===== config.mk =====
export PLATFORM = sky130hd
export DESIGN_NAME = hilo_muldiv
export DESIGN_NICKNAME = d
export VERILOG_FILES = /design/src/rtl/hilo_pkg.sv /design/src/rtl/hilo_mul.sv /design/src/rtl/hilo_acc.sv /design/src/rtl/hilo_div.sv /design/src/rtl/hilo_muldiv.sv
export SDC_FILE = /design/constraint.sdc
export NUM_CORES = 2
export LEC_CHECK = 0
export BUFFER_PORTS_ARGS = -buffer_cell sky130_fd_sc_hd__buf_2
export CAP_MARGIN = 0
export CORE_UTILIZATION = 50
export CTS_CLUSTER_SIZE = 40
export DETAILED_ROUTE_END_ITERATION = 8
export GPL_TIMING_DRIVEN = 1
export MAX_ROUTING_LAYER = met4
export PLACE_DENSITY = 0.64
export SETUP_SLACK_MARGIN = 0.15
export SKIP_CTS_REPAIR_TIMING = 1
export SLEW_MARGIN = 20
export SYNTH_ARGS = -nofsm -noshare
export SYNTH_HDL_FRONTEND = slang
export SYNTH_SLANG_ARGS = --single-unit

===== constraint.sdc =====
create_clock -name clk_i -period 9.8 [get_ports clk_i]
set_input_delay 0 -clock clk_i [delete_from_list [all_inputs] [get_ports clk_i]]
set_output_delay 0 -clock clk_i [all_outputs]
set_load 0.02 [all_outputs]

===== src/rtl/hilo_pkg.sv =====
package hilo_pkg;
  typedef enum logic [3:0] {
    OP_MULT  = 4'h0,
    OP_MULTU = 4'h1,
    OP_DIV   = 4'h2,
    OP_DIVU  = 4'h3,
    OP_MFHI  = 4'h4,
    OP_MTHI  = 4'h5,
    OP_MFLO  = 4'h6,
    OP_MTLO  = 4'h7,
    OP_MADD  = 4'h8,
    OP_MADDU = 4'h9,
    OP_MUL   = 4'hA,
    OP_MSUB  = 4'hC,
    OP_MSUBU = 4'hD
  } hilo_op_e;

  function automatic logic op_is_div(hilo_op_e op);
    return (op == OP_DIV) || (op == OP_DIVU);
  endfunction

  function automatic logic op_is_signed(hilo_op_e op);
    return (op == OP_MULT) || (op == OP_DIV) || (op == OP_MADD) ||
           (op == OP_MSUB) || (op == OP_MUL);
  endfunction
endpackage


===== src/rtl/hilo_mul.sv =====
module hilo_mul #(
  parameter int unsigned W = 32
) (
  input  logic           signed_i,
  input  logic [W-1:0]   a_i,
  input  logic [W-1:0]   b_i,
  output logic [2*W-1:0] prod_o
);
  localparam int unsigned PW = 2 * W + 2;

  logic [W:0]           a_x, b_x;
  logic signed [PW-1:0] prod_full;

  // one extra bit makes one signed multiplier serve both interpretations
  assign a_x       = {signed_i & a_i[W-1], a_i};
  assign b_x       = {signed_i & b_i[W-1], b_i};
  assign prod_full = $signed(a_x) * $signed(b_x);
  assign prod_o    = prod_full[2*W-1:0];
endmodule


===== src/rtl/hilo_acc.sv =====
module hilo_acc #(
  parameter int unsigned W = 32
) (
  input  logic [2*W-1:0] acc_i,
  input  logic [2*W-1:0] prod_i,
  input  logic           sub_i,
  output logic [2*W-1:0] sum_o
);
  always_comb begin
    if (sub_i) sum_o = acc_i - prod_i;
    else       sum_o = acc_i + prod_i;
  end
endmodule


===== src/rtl/hilo_div.sv =====
module hilo_div #(
  parameter int unsigned W = 32
) (
  input  logic         clk_i,
  input  logic         rst_ni,
  input  logic         start_i,
  input  logic         signed_i,
  input  logic [W-1:0] dvd_i,
  input  logic [W-1:0] dvs_i,
  output logic         busy_o,
  output logic         fin_o,
  output logic [W-1:0] quo_o,
  output logic [W-1:0] rem_o
);
  localparam int unsigned CW = (W > 1) ? $clog2(W) : 1;
  localparam logic [CW-1:0] LAST = CW'(W - 1);

  logic          busy_q;
  logic [CW-1:0] cnt_q;
  logic [W-1:0]  rem_q, quo_q, dvs_q;
  logic          negq_q, negr_q;

  logic [W-1:0]  dvd_mag, dvs_mag;
  logic [W:0]    trial, diff;
  logic          fits;
  logic [W-1:0]  rem_n, quo_n;

  assign dvd_mag = (signed_i && dvd_i[W-1]) ? (~dvd_i + 1'b1) : dvd_i;
  assign dvs_mag = (signed_i && dvs_i[W-1]) ? (~dvs_i + 1'b1) : dvs_i;

  // restoring step: shift next dividend bit in, subtract if it fits
  assign trial = {rem_q, quo_q[W-1]};
  assign diff  = trial - {1'b0, dvs_q};
  assign fits  = ~diff[W];
  assign rem_n = fits ? diff[W-1:0] : trial[W-1:0];
  assign quo_n = {quo_q[W-2:0], fits};

  always_ff @(posedge clk_i or negedge rst_ni) begin
    if (!rst_ni) begin
      busy_q <= 1'b0;
      cnt_q  <= '0;
      rem_q  <= '0;
      quo_q  <= '0;
      dvs_q  <= '0;
      negq_q <= 1'b0;
      negr_q <= 1'b0;
    end else if (busy_q) begin
      rem_q <= rem_n;
      quo_q <= quo_n;
      cnt_q <= cnt_q + 1'b1;
      if (cnt_q == LAST) busy_q <= 1'b0;
    end else if (start_i) begin
      busy_q <= 1'b1;
      cnt_q  <= '0;
      rem_q  <= '0;
      quo_q  <= dvd_mag;
      dvs_q  <= dvs_mag;
      // zero divisor keeps the all-ones magnitude quotient unsigned
      negq_q <= signed_i && (dvd_i[W-1] ^ dvs_i[W-1]) && (dvs_i != '0);
      negr_q <= signed_i && dvd_i[W-1];
    end
  end

  assign busy_o = busy_q;
  assign fin_o  = busy_q && (cnt_q == LAST);
  assign quo_o  = negq_q ? (~quo_n + 1'b1) : quo_n;
  assign rem_o  = negr_q ? (~rem_n + 1'b1) : rem_n;
endmodule


===== src/rtl/hilo_muldiv.sv =====
module hilo_muldiv
  import hilo_pkg::*;
#(
  parameter int unsigned W = 32
) (
  input  logic         clk_i,
  input  logic         rst_ni,
  input  logic         start_i,
  input  logic [3:0]   op_i,
  input  logic [W-1:0] rs_i,
  input  logic [W-1:0] rt_i,
  output logic         busy_o,
  output logic         done_o,
  output logic [W-1:0] result_o
);
  localparam int unsigned DW = 2 * W;

  hilo_op_e     op;
  logic         accept;
  logic         div_busy, div_fin;
  logic [W-1:0] div_quo, div_rem;
  logic [DW-1:0] prod, acc_sum;
  logic [W-1:0] hi_q, lo_q, res_q;
  logic         done_q;

  assign op     = hilo_op_e'(op_i);
  assign accept = start_i && !div_busy;

  hilo_mul #(.W(W)) u_mul (
    .signed_i (op_is_signed(op)),
    .a_i      (rs_i),
    .b_i      (rt_i),
    .prod_o   (prod)
  );

  hilo_acc #(.W(W)) u_acc (
    .acc_i  ({hi_q, lo_q}),
    .prod_i (prod),
    .sub_i  ((op == OP_MSUB) || (op == OP_MSUBU)),
    .sum_o  (acc_sum)
  );

  hilo_div #(.W(W)) u_div (
    .clk_i    (clk_i),
    .rst_ni   (rst_ni),
    .start_i  (accept && op_is_div(op)),
    .signed_i (op == OP_DIV),
    .dvd_i    (rs_i),
    .dvs_i    (rt_i),
    .busy_o   (div_busy),
    .fin_o    (div_fin),
    .quo_o    (div_quo),
    .rem_o    (div_rem)
  );

  always_ff @(posedge clk_i or negedge rst_ni) begin
    if (!rst_ni) begin
      hi_q   <= '0;
      lo_q   <= '0;
      res_q  <= '0;
      done_q <= 1'b0;
    end else begin
      done_q <= 1'b0;
      if (div_fin) begin
        hi_q   <= div_rem;
        lo_q   <= div_quo;
        done_q <= 1'b1;
      end else if (accept && !op_is_div(op)) begin
        done_q <= 1'b1;
        unique case (op)
          OP_MULT, OP_MULTU: {hi_q, lo_q} <= prod;
          OP_MADD, OP_MADDU,
          OP_MSUB, OP_MSUBU: {hi_q, lo_q} <= acc_sum;
          OP_MUL:            res_q <= prod[W-1:0];
          OP_MFHI:           res_q <= hi_q;
          OP_MFLO:           res_q <= lo_q;
          OP_MTHI:           hi_q  <= rs_i;
          OP_MTLO:           lo_q  <= rs_i;
          default: ;
        endcase
      end
    end
  end

  assign busy_o   = div_busy;
  assign done_o   = done_q;
  assign result_o = res_q;
endmodule


# == Word level (Yosys, flattened, before mapping) ==
# Cells that the tools add are included.
# totals
ff_bits,201
inputBits,71
output_inout_bits,34
wordCells,96
# op_classes
n_addsub,8
n_mul,1
n_eq_ne,13
mux,24
bitwise,10
n_reduce_logical,29
# op_table
operator,n
$mux 32,13
$pmux 32 s3,3
$add 32x1->32 const B,4
$not 32->32,4
$add 64x64->64,1
$mul 33x33->64,1
$mux 64,1
$sub 64x64->64,1
$sub 33x32->33,1
$reduce_bool 32->1,1
$eq 4x4->1 const B,5
$eq 4x3->1 const B,4
$mux 5,2
$eq 4x2->1 const B,2
$logic_and 1x1->1,8
$reduce_bool 4->1,2
$logic_or 1x1->1,6
$reduce_and 2->1,3
$add 5x1->5 const B,1
$eq 5x5->1 const B,1
$mux 1,5
$eq 4x1->1 const B,1
$logic_not 4->1,1
$reduce_bool 2->1,2
8 further kinds,12

# == Logic depth before layout (Yosys ltp) ==
# logic_depth
ltp_word,12
mapped_depth,50
mapped_depth_nobuf,47

# == By module ==
# Synthesis repeated with hierarchy kept, for this count alone.
# hier_totals
cells_unflattened,6887
area_unflattened_um2,58630.0
# by_module_without_submodules
module,n_inst,cells_each,area_each_um2,seq_area_each_um2
hilo_mul,1,4202,38072.8,0.0
hilo_div,1,1231,9369.0,2602.5
hilo_muldiv,1,671,5936.9,2427.3
hilo_acc,1,783,5251.3,0.0

# == Worst setup path before layout ==
# OpenSTA, ideal clock, no wires.
# synth_timing
path_kind,input to register
from,input rs_i[21]
to,register hi_q[30]
setup_ns,0.072
arrival_ns,10.616
required_ns,9.728
setup_slack_ns,-0.888
path_stages,45
n_path_buf,5
path_cell_list,clkbuf_1 -> clkbuf_1 -> and2_1 -> fa_1 -> inv_1 -> fa_1 -> inv_1 -> fa_1 -> fa_1 -> fa_1 -> fa_1 -> inv_1 -> fa_1 -> inv_1 -> fa_1 -> ha_1 -> clkbuf_1 -> a21oi_1 -> [... 9 more ...] -> a21oi_1 -> xnor2_1 -> ha_1 -> clkbuf_1 -> a21o_1 -> a21o_1 -> a21o_1 -> a21oi_1 -> o21ai_0 -> a21o_1 -> a21oi_1 -> o32ai_1 -> o21ai_0 -> o21ai_0 -> a221oi_1 -> mux2i_1 -> a21oi_1 -> nor2_1
# synth_via
elab_chain_len,6
elab_cells_between_ends,7
classes_between,add/sub (2); mul (1); mux (4)
# synth_rtl
item,line_no,source
from (decl),hilo_muldiv.sv:10,"input logic [W-1:0] rs_i,"
$mul 33x33->64 *,hilo_mul.sv:17,assign prod_full = $signed(a_x) * $signed(b_x);
$add 64x64->64 or $sub 64x64->64 (tied branches),"hilo_acc.sv:11, hilo_acc.sv:10",
$mux 64,hilo_acc.sv:10,if (sub_i) sum_o = acc_i - prod_i;
$pmux 32 s3 *,hilo_muldiv.sv:70,unique case (op)
$mux 32 *,hilo_muldiv.sv:68,end else if (accept && !op_is_div(op)) begin
$mux 32 *,hilo_muldiv.sv:64,if (div_fin) begin
to (signal assigned),hilo_muldiv.sv:65,hi_q <= div_rem;
to (signal assigned),hilo_muldiv.sv:71,"OP_MULT, OP_MULTU: {hi_q, lo_q} <= prod;"
to (signal assigned),hilo_muldiv.sv:73,"OP_MSUB, OP_MSUBU: {hi_q, lo_q} <= acc_sum;"
to (decl),hilo_muldiv.sv:23,"logic [W-1:0] hi_q, lo_q, res_q;"
# Every way passes the cells marked *; elsewhere a longest branch is shown, timed or not. The select of a mux whose other input is x is not followed.
# A chain may end at the register's enable or synchronous reset.

# == Worst setup path in the final report ==
# layout_timing
from,input op_i[1]
to,register hi_q[28]
# layout_via
elab_chain_len,12
elab_cells_between_ends,32
classes_between,add/sub (2); mul (1); eq/ne (9); mux (4); bitwise (2); reduce/logical (14)
# layout_rtl
item,line_no,source
from (decl),hilo_muldiv.sv:9,"input logic [3:0] op_i,"
$eq 4x2->1 or $logic_not 4->1 (tied branches),"hilo_pkg.sv:19, hilo_pkg.sv:23, hilo_muldiv.sv:70",
$logic_or 1x1->1 (3 in series),hilo_pkg.sv:23,return (op == OP_MULT) || (op == OP_DIV) || (op == OP_MADD) ||
$logic_or 1x1->1,hilo_pkg.sv:24,(op == OP_MSUB) || (op == OP_MUL);
"$and 1x1->1, on equally long branches","hilo_mul.sv:15, hilo_mul.sv:16",
$mul 33x33->64,hilo_mul.sv:17,
$add 64x64->64 or $sub 64x64->64 (tied branches),"hilo_acc.sv:11, hilo_acc.sv:10",
$mux 64,hilo_acc.sv:10,
$pmux 32 s3,hilo_muldiv.sv:70,
$mux 32,hilo_muldiv.sv:68,
$mux 32,hilo_muldiv.sv:64,
# Several ways; a longest one is shown, not always the timed one. The select of a mux whose other input is x is not followed.

==> run metrics <==
status complete, but fails checks; failing checks setup timing; grt ovf 0; vias in the first global route 53200; Site Rows 123; First DRT Iteration DRCs 3899; P&R area growth vs syn 17.4%; Post-DP HPWL 162 mm; number of synthesis warnings 0; max-cap viol count 0; storage element area 5030 um^2; Avg Inst Size Synth 8.51 um^2; CTS Buf Count 25; critical path's slowest cell fa_1; commonest non-fill, non-tap cell in the layout inv_1; drc violations 0; flops & latches, synth 201; multi-input logic area 47700 um^2; fin worst setup slack -110 ps; first-pass GRT wire length 307 mm; nets@finish 8791; final-report hold violation count 0; # setup viols final 5; unrepaired setup endpoints after global routing true; Clock Pin Slew Worst Setup and Hold Paths 70 ps; DR vias/cell 5.70; Post-Syn Nets 8237; max frequency 0.101 GHz; Worst Setup Start Kind primary input; WL final 195 mm; Synth cell types 88; Async S/R FF share, synth 100%; Final Wtd Congestion 1.04; CP Capture Type register; Core Area 113000 um^2; R2R Setup Slk 3470 ps; starting density of the core 50.6%; initial antenna violation count 11; CP delay by family, top adder cells; Clock Path Buffers 3; WP data arrival 10350 ps; die area 116000 um^2; Buf/Inv on CP 10; Setup WS pre-CTS -988 ps; Slew @ Worst Pin 1070 ps; width of the die 340 um; I/O pins 105; Final Cycle Share 101%; port bufs 104; Total GRT Usage 35.5%; Post-Syn Area 57200 um^2; post-synthesis sequential area ratio 8.80%; H-tree levels 1; clk root buf clkbuf_16; WL/cell 22.2 um; CP peak stage delay 580 ps; worst skew pair latency 590 ps; TritonCTS clock tree done; max-slew violations 0; largest net degree at the start of global routing 109; height of the chip 340 um; total vias in the final route 50200; slew margin rel. 28.5%; DR pass1 iterations 6; Most common cell on crit path fa_1; HP Class primary input to register; Sink Count 201; most frequent cells in the layout inv_1 (1136), nand2_1 (1110), fa_1 (1110), buf_4 (779), o21ai_0 (344); kind of critical path primary input to register; Req. time, crit path 10240 ps; Post-synth top flop dfrtp_1; Mapped Cells 6724; crit path max fanout 5; DRT antenna net count 0; share of layout cells above drive strength 1 17.4%; crit path time final 9910 ps; Layout Skew 36.3 ps; number of synthesized flops with an enable pin 0; fillers 10200
==> cells in the mapped netlist, types with 10 or more instances <==
cell type	instances	area, um^2
a221oi_1	28	245
nor4_1	26	163
xnor2_1	191	1670
or4_1	14	105
dfrtp_1	201	5030
nand4_1	30	188
o211ai_1	54	405
ha_1	315	3940
mux2i_1	51	510
and2_1	322	2010
a22oi_1	40	300
clkbuf_1	338	1270
nand2b_1	29	181
a31oi_1	23	144
a21o_1	82	616
o21ai_1	10	50.1
and3_1	45	282
o21a_1	28	210
xor2_1	145	1270
o21ai_0	388	1940
nor3_1	48	240
o22ai_1	22	138
fa_1	1127	22600
o31ai_1	46	345
inv_1	1149	4310
nand3_1	47	235
or2_2	25	156
a21oi_1	226	1130
nand2_1	1127	4230
or3_1	30	188
nor2b_1	25	156
buf_1	64	240
nor2_1	203	762
o221ai_1	32	280
o21bai_1	26	195
a211oi_1	24	180
o41ai_1	15	131
==> layout make-up <==
cell class | count | share of cell area (%)
antenna | 14 | 0.0522
clock buffer | 30 | 1.02
clock inverter | 15 | 0.371
inverter | 1151 | 6.44
multi-input combinational | 4963 | 71.0
sequential | 201 | 7.49
tap | 1500 | 2.79
timing repair buffer | 936 | 10.8
==> flip-flops by register name, summed over array words and instances, names as in the netlist, 5 cells and up <==
signal / flops
u_div.dvs_q: 32
u_div.cnt_q: 5
lo_q: 32
u_div.rem_q: 32
u_div.quo_q: 32
hi_q: 32
result_o: 32
==> path summary, 6_finish.rpt <==
kind | depth (start not counted) | endpoint | startpoint
setup / recovery | 41 | hi_q[28] | op_i[1]
hold / removal | 4 | u_div.quo_q[0] | rs_i[0]
setup reg to reg | 22 | hi_q[30] | u_div.quo_q[31]
hold reg to reg | 2 | result_o[22] | result_o[22]
max in group asynchronous | 3 | u_div.quo_q[16] | rst_ni
min in group asynchronous | 2 | u_div.quo_q[6] | rst_ni
==> worst reg2reg max path, delay by kind of cell, from the launching register on <==
family / cells / cell delay (ps)
AOI/OAI and AO/OA: 9 / 2880
DFF: 1 / 490
xor gates and xnor gates: 2 / 300
and+or+nand+nor: 3 / 560
buffers and inverters: 5 / 1120
adders and majority gates: 3 / 890
==> metrics by stage <==
step                util, %  instances  area, um^2  TNS [ps]  hold WS (ps)
finish                 59.5       8810       67200      -254          71.7
global route           59.4       8806       67200     -2790          71.4
CTS                    58.1       8761       65600     -4350          -409
detailed placement     57.2       8716       64700    -19210           183
global placement       57.2       8716       64700    -18040           176
floorplan                 -       6724       58400     -64.5          -296
==> layer usage <==
metal | track usage [%] | share of wire, % | up-vias
met2 | 56.9 | 47 | 2077
met3 | 4.81 | 7.3 | 585
met5 | - | 0 | -
met4 | 19.6 | 6.8 | 0
li1 | - | - | 22200
met1 | 43.5 | 39 | 25300
==> logic make-up (layout without fill, tap and decap cells) <==
family | Yosys count | count (layout) | share of synthesized area (%)
simple gates | 2014 | 2014 | 16.3
mux | 55 | 55 | 0.971
fa+ha+maj | 1442 | 1442 | 46.3
compound gates | 1116 | 1116 | 12.2
xor+xnor | 336 | 336 | 5.15
other cells | 0 | 14 | 0
buf+inv | 1560 | 2132 | 10.3
flops | 201 | 201 | 8.80
Power is not shown: default switching activity piles up to over one toggle a cycle in this logic, so the estimate is an artifact.
